==> src/rtl/wpc_pkg.sv <==
package wpc_pkg;
    typedef enum logic [2:0] {
        ST_IDLE,
        ST_ARMED,
        ST_WATCH,
        ST_COMMIT,
        ST_PROG
    } wsq_state_t;
endpackage

==> src/rtl/wpc_wp_qual.sv <==
module wpc_wp_qual #(
    parameter int QUAL_CYC = 4
) (
    input  logic clk,
    input  logic rst_n,
    input  logic wp_pin,
    output logic wp_act
);
    localparam int CW = $clog2(QUAL_CYC + 1);

    logic          s1, s2;
    logic [CW-1:0] cnt;

    // two-stage synchroniser for the asynchronous pin
    always_ff @(posedge clk or negedge rst_n) begin
        if (!rst_n) begin
            s1 <= 1'b0;
            s2 <= 1'b0;
        end else begin
            s1 <= wp_pin;
            s2 <= s1;
        end
    end

    // count consecutive high samples, saturate at the qualifying length
    always_ff @(posedge clk or negedge rst_n) begin
        if (!rst_n) begin
            cnt <= '0;
        end else if (!s2) begin
            cnt <= '0;
        end else if (cnt != CW'(QUAL_CYC)) begin
            cnt <= cnt + 1'b1;
        end
    end

    assign wp_act = (cnt == CW'(QUAL_CYC));
endmodule

==> src/rtl/wpc_prog_timer.sv <==
module wpc_prog_timer #(
    parameter int CLK_PER_US = 4,
    parameter int TWR_US     = 12
) (
    input  logic clk,
    input  logic rst_n,
    input  logic run,
    output logic done
);
    localparam int DIV_W = (CLK_PER_US > 1) ? $clog2(CLK_PER_US) : 1;
    localparam int US_W  = (TWR_US > 1) ? $clog2(TWR_US) : 1;

    logic [DIV_W-1:0] div_q;
    logic [US_W-1:0]  us_q;
    logic             tick;

    assign tick = (div_q == DIV_W'(CLK_PER_US - 1));

    always_ff @(posedge clk or negedge rst_n) begin
        if (!rst_n) begin
            div_q <= '0;
            us_q  <= '0;
        end else if (!run) begin
            div_q <= '0;
            us_q  <= '0;
        end else if (tick) begin
            div_q <= '0;
            us_q  <= us_q + 1'b1;
        end else begin
            div_q <= div_q + 1'b1;
        end
    end

    assign done = run && tick && (us_q == US_W'(TWR_US - 1));
endmodule

==> src/rtl/wpc_page_buf.sv <==
module wpc_page_buf #(
    parameter int OFF_W = 3
) (
    input  logic             clk,
    input  logic             rst_n,
    input  logic             clear,
    input  logic             wr_en,
    input  logic [OFF_W-1:0] wr_off,
    input  logic [7:0]       wr_data,
    input  logic [OFF_W-1:0] rd_off,
    output logic [7:0]       rd_data,
    output logic             rd_valid
);
    localparam int SLOTS = 1 << OFF_W;

    logic [7:0]       slot_q [SLOTS];
    logic [SLOTS-1:0] vld_q;

    for (genvar g = 0; g < SLOTS; g++) begin : g_slot
        always_ff @(posedge clk or negedge rst_n) begin
            if (!rst_n) begin
                slot_q[g] <= '0;
                vld_q[g]  <= 1'b0;
            end else if (clear) begin
                vld_q[g]  <= 1'b0;
            end else if (wr_en && wr_off == OFF_W'(g)) begin
                slot_q[g] <= wr_data;
                vld_q[g]  <= 1'b1;
            end
        end
    end

    assign rd_data  = slot_q[rd_off];
    assign rd_valid = vld_q[rd_off];
endmodule

==> src/rtl/wpc_write_ctrl.sv <==
module wpc_write_ctrl #(
    parameter int ADDR_W     = 8,
    parameter int PAGE_BYTES = 8,
    parameter int CLK_PER_US = 4,
    parameter int TWR_US     = 12
) (
    input  logic              clk,
    input  logic              rst_n,
    input  logic              wr_start,
    input  logic [ADDR_W-1:0] wr_addr,
    input  logic              bit_rise,
    input  logic              byte_stb,
    input  logic [7:0]        byte_data,
    input  logic              stop_evt,
    input  logic              wp_pin,
    output logic              busy,
    output logic              corrupt,
    output logic              mem_we,
    output logic [ADDR_W-1:0] mem_addr,
    output logic [7:0]        mem_wdata
);
    import wpc_pkg::*;

    localparam int OFF_W  = $clog2(PAGE_BYTES);
    localparam int BASE_W = ADDR_W - OFF_W;

    wsq_state_t        state_q, state_d;
    logic [BASE_W-1:0] base_q;
    logic [OFF_W-1:0]  ptr_q;
    logic [OFF_W-1:0]  cidx_q;
    logic [2:0]        bitc_q;
    logic              have_q;
    logic              wp_act;
    logic              tmr_done;
    logic              buf_clear;
    logic              buf_wr;
    logic [7:0]        buf_rd;
    logic              buf_vld;
    logic              in_busy;

    wpc_wp_qual #(.QUAL_CYC(CLK_PER_US)) u_wpq (
        .clk    (clk),
        .rst_n  (rst_n),
        .wp_pin (wp_pin),
        .wp_act (wp_act)
    );

    wpc_prog_timer #(.CLK_PER_US(CLK_PER_US), .TWR_US(TWR_US)) u_tmr (
        .clk   (clk),
        .rst_n (rst_n),
        .run   (in_busy),
        .done  (tmr_done)
    );

    wpc_page_buf #(.OFF_W(OFF_W)) u_buf (
        .clk      (clk),
        .rst_n    (rst_n),
        .clear    (buf_clear),
        .wr_en    (buf_wr),
        .wr_off   (ptr_q),
        .wr_data  (byte_data),
        .rd_off   (cidx_q),
        .rd_data  (buf_rd),
        .rd_valid (buf_vld)
    );

    // state register
    always_ff @(posedge clk or negedge rst_n) begin
        if (!rst_n) state_q <= ST_IDLE;
        else        state_q <= state_d;
    end

    // next-state logic
    always_comb begin
        state_d = state_q;
        unique case (state_q)
            ST_IDLE: begin
                if (wr_start) state_d = ST_ARMED;
            end
            ST_ARMED: begin
                if (stop_evt)                state_d = ST_IDLE;
                else if (bit_rise && wp_act) state_d = ST_IDLE;
                else if (bit_rise)           state_d = ST_WATCH;
            end
            ST_WATCH: begin
                if (wp_act)        state_d = ST_IDLE;
                else if (stop_evt) state_d = (bitc_q == 3'd0 && have_q) ? ST_COMMIT : ST_IDLE;
            end
            ST_COMMIT: begin
                if (wp_act)                               state_d = ST_IDLE;
                else if (cidx_q == OFF_W'(PAGE_BYTES - 1)) state_d = ST_PROG;
            end
            ST_PROG: begin
                if (wp_act || tmr_done) state_d = ST_IDLE;
            end
            default: state_d = ST_IDLE;
        endcase
    end

    // outputs
    always_comb begin
        in_busy   = (state_q == ST_COMMIT) || (state_q == ST_PROG);
        busy      = in_busy;
        buf_clear = (state_q == ST_IDLE) && wr_start;
        buf_wr    = (state_q == ST_WATCH) && byte_stb && !wp_act;
        mem_we    = (state_q == ST_COMMIT) && buf_vld && !wp_act;
        mem_addr  = {base_q, cidx_q};
        mem_wdata = buf_rd;
    end

    // transaction datapath
    always_ff @(posedge clk or negedge rst_n) begin
        if (!rst_n) begin
            base_q <= '0;
            ptr_q  <= '0;
            bitc_q <= '0;
            have_q <= 1'b0;
        end else if (buf_clear) begin
            base_q <= wr_addr[ADDR_W-1:OFF_W];
            ptr_q  <= wr_addr[OFF_W-1:0];
            bitc_q <= '0;
            have_q <= 1'b0;
        end else if (state_q == ST_ARMED || state_q == ST_WATCH) begin
            if (bit_rise) bitc_q <= bitc_q + 1'b1;
            if (buf_wr) begin
                ptr_q  <= ptr_q + 1'b1;
                have_q <= 1'b1;
            end
        end
    end

    // commit slot index
    always_ff @(posedge clk or negedge rst_n) begin
        if (!rst_n)                   cidx_q <= '0;
        else if (state_q != ST_COMMIT) cidx_q <= '0;
        else                          cidx_q <= cidx_q + 1'b1;
    end

    // sticky corrupt flag
    always_ff @(posedge clk or negedge rst_n) begin
        if (!rst_n)                                   corrupt <= 1'b0;
        else if (in_busy && wp_act)                   corrupt <= 1'b1;
        else if (state_q == ST_PROG && tmr_done)      corrupt <= 1'b0;
    end
endmodule

==> config.mk <==
export PLATFORM = sky130hd
export DESIGN_NAME = wpc_write_ctrl
export DESIGN_NICKNAME = d
export VERILOG_FILES = /design/src/rtl/wpc_pkg.sv /design/src/rtl/wpc_wp_qual.sv /design/src/rtl/wpc_prog_timer.sv /design/src/rtl/wpc_page_buf.sv /design/src/rtl/wpc_write_ctrl.sv
export SDC_FILE = /design/constraint.sdc
export NUM_CORES = 1
export LEC_CHECK = 0
export ABC_AREA = 1
export CAP_MARGIN = 40
export CORE_MARGIN = 4
export CORE_UTILIZATION = 65
export CTS_BUF_LIST = sky130_fd_sc_hd__clkbuf_2 sky130_fd_sc_hd__clkbuf_4 sky130_fd_sc_hd__clkbuf_8
export DETAILED_ROUTE_END_ITERATION = 10
export GPL_TIMING_DRIVEN = 0
export HOLD_SLACK_MARGIN = 0.02
export PLACE_DENSITY_LB_ADDON = 0.15
export SLEW_MARGIN = 5
export SYNTH_ARGS = -nofsm -noshare
export SYNTH_HDL_FRONTEND = slang
export SYNTH_HIERARCHICAL = 1
export SYNTH_SLANG_ARGS = --single-unit
==> constraint.sdc <==
create_clock -name clk -period 2.89 [get_ports clk]
set_input_delay 0.4335 -clock clk [delete_from_list [all_inputs] [get_ports clk]]
set_output_delay 0.4335 -clock clk [all_outputs]
set_load 0.02 [all_outputs]
==> summary.txt <==
crit path launch type: register
vias in the first global route: 4,305
die area: 9690 sq um
final non-filler cell total: 830
post-route setup TNS: 0 ns
multi-input logic area: 2170 sq um
Layout Nets: 755
final antenna-violating net count: 0
first-pass GRT wire length: 20,500 um
H-tree levels: 3
DR pass1 iterations: 5
port bufs: 41
CTS Buf Count: 9
Synth Flop Type: dfrtp_1
DR DRC count: 0
core area: 7850 sq um
final setup vio count: 0
Tot Pwr: 0.00500 W
Worst Hold Class: in -> async
PD cells: 822 nW/um^2
largest buffer count on any clock path: 2
Die Y: 98.4 um
Post-Syn Nets: 701
GRT Overall Usage: 0.265
Post-Syn Area per Cell: 7.94 sq um
Post-Syn Instances: 669
hold_buf cts: 0
GRT overflow: 0
HPWL Detailed: 8480 um
Post-synth EDFFs: 0
root buffer cell: clkbuf_8
CTS sink count: 102
final setup skew: 0.0124 ns
Cell variety after synth: 37
status: complete, no violations
fin crit share: 0.950
Max Freq: 364 MHz
Fin. Hold Viols: 0
RePlAce Congestion: 0.915
placement row count: 32
worst-skew pair later-pin latency: 0.37 ns
ANT cells: 0
Relative slew margins: 0.668
max-slew violations: 0
most common cell after layout, fill and taps aside: nand2_1
register area: 2550 sq um
fillcell total: 567
Leak Pwr: 3.12 nW
die width: 98.4 um
CP endpoint kind: primary output
Post-Synthesis Cell Area: 5310 sq um
capturing point of the worst reg2reg path: u_buf/slot_q[62]$_DFFE_PN0P_
Area growth syn-to-layout: 14.3%
commonest non-fill, non-tap cells in the layout: nand2_1, dfrtp_1, inv_1
DP Cell Count: 813
1st-iter DRT viols: 335
Worst EP arrival: 2.31 ns
Ports: 42
routed vias: 4,427
CTS clk-pin slew, worst paths: 0.10 ns
Ys Warns: 6
CP required: 2.46 ns
measured slew at the worst slew-check pin: 0.497 ns
critical path fanouts, max: 10
total wire length: 12,000 um
RR Startpoint: u_wpq/cnt[0]$_DFFE_PN0P_
Reg2Reg Setup Slack: 0.55 ns
RSZ-0062 raised after global routing: no
max-cap violations: 0
FFs w/ async S/R, synth: 1.00
maximum VDD drop: 0.625 mV
CTS tree: yes
wire length per cell: 14.4 um
initial antenna violation count: 0
vias per cell: 5.33
fin crit period: 2.75 ns
largest net degree at the start of global routing: 68
post-synthesis sequential area ratio: 0.480
Yosys reg bits: 102
Hold WS: 0.0228 ns
fraction of layout cells with a size suffix above 1: 0.137
Worst Reg-to-Reg Cells: 14
initial core utilization: 0.677
kind of critical path: reg -> out
==> area by class of cell <==
type / instances / share of cell area
Timing Repair Buffer: 43 / 0.0725
Clock buffer: 10 / 0.0216
Buffer: 23 / 0.0305
Inverter: 108 / 0.0698
Multi-Input combinational cell: 436 / 0.357
Sequential cell: 102 / 0.420
Clock inverter: 6 / 0.00721
Tap cell: 102 / 0.0210
==> report_power, final <==
part           internal, W  leakage (nW)  switching, W
combinational     0.000845          1.65       0.00122
clock             0.000330        0.0909      0.000494
sequential         0.00182          1.38      0.000285
total              0.00299          3.12       0.00200
==> worst max-delay path, cell delays in order, from the launching register on <==
cell and delay (ns):
dfrtp_1 0.42, buf_4 0.20, clkinvlp_4 0.16, clkbuf_4 0.23
nand3_1 0.09, nand2_1 0.09, nand2_1 0.06, nand2_1 0.09
clkdlybuf4s50_1 0.61
==> worst max-delay path by stage <==
stage,from,end,slack [ns],cells past startpoint
5_1_grt,cidx_q[1]$_DFF_PN0_,mem_wdata[3],0.01,8
4_1_cts,cidx_q[0]$_DFF_PN0_,mem_wdata[1],0.05,8
3_3_place_gp,rst_n,base_q[1]$_DFFE_PN0P_,-2.31,1
2_1_floorplan,cidx_q[1]$_DFF_PN0_,mem_we,0.76,8
3_5_place_dp,cidx_q[1]$_DFF_PN0_,mem_we,0.25,8
6_report,cidx_q[1]$_DFF_PN0_,mem_wdata[0],0.14,8
==> what timing repair did <==
| action | 4_1_cts | 5_1_grt |
|---|---|---|
| gates resized for setup | 2 | 15 |
| setup buffers | 0 | 1 |
| setup endpoints to repair | 1 | 9 |
==> per-stage QoR <==
stage | cell area [sq um] | worst slack, ns | utilization
after floorplan | 5310 | 0.757 | -
after global routing | 6080 | 0.0106 | 0.774
after detailed placement | 5880 | 0.252 | 0.749
final | 6080 | 0.145 | 0.774
after CTS | 6050 | 0.0468 | 0.771
after global placement | 5850 | -2.31 | 0.746
==> Yosys cell counts, types with 2 or more instances <==
cell type	n	area (sq um)
inv_1	99	372
ha_1	9	113
o21ai_1	34	170
buf_6	7	78.8
inv_2	4	15.0
buf_4	3	22.5
nand3_4	4	70.1
nand3_1	51	255
o21ai_2	23	201
o21ai_0	22	110
nand4_1	3	18.8
nand3_2	5	50.1
nand2_4	2	22.5
nor2_2	2	12.5
buf_2	6	30.0
nand2_2	6	37.5
nor2_1	17	63.8
dfrtp_1	102	2550
nor2_4	4	45.0
clkinv_1	2	7.51
nand2_1	243	912
clkbuf_1	5	18.8
a21oi_1	2	10.0
==> kinds of logic (layout without fill, tap and decap cells) <==
group           after synthesis  after routing  share of synthesized area
flops                       102            102                      0.480
simple gates                341            341                      0.285
fa+ha+maj                     9              9                     0.0212
compound gates               84             84                     0.0989
xor+xnor                      2              2                    0.00330
buf+inv                     131            190                      0.111
==> registers in the layout, indices dropped and copies added, names as in the netlist, 2 cells and up <==
register      flops
state_q           3
u_wpq/cnt         3
u_tmr/us_q        4
cidx_q            3
u_buf/slot_q     64
ptr_q             3
u_buf/vld_q       8
u_tmr/div_q       2
base_q            5
bitc_q            3
==> metal layers <==
layer,up-vias,track usage,wire length (um)
met2,149,0.434,5650
met3,25,0.0566,810
met1,2083,0.344,5120
li1,2170,-,-
met4,0,0.111,379
met5,-,0,0
Power figures use the tool's default switching activity.
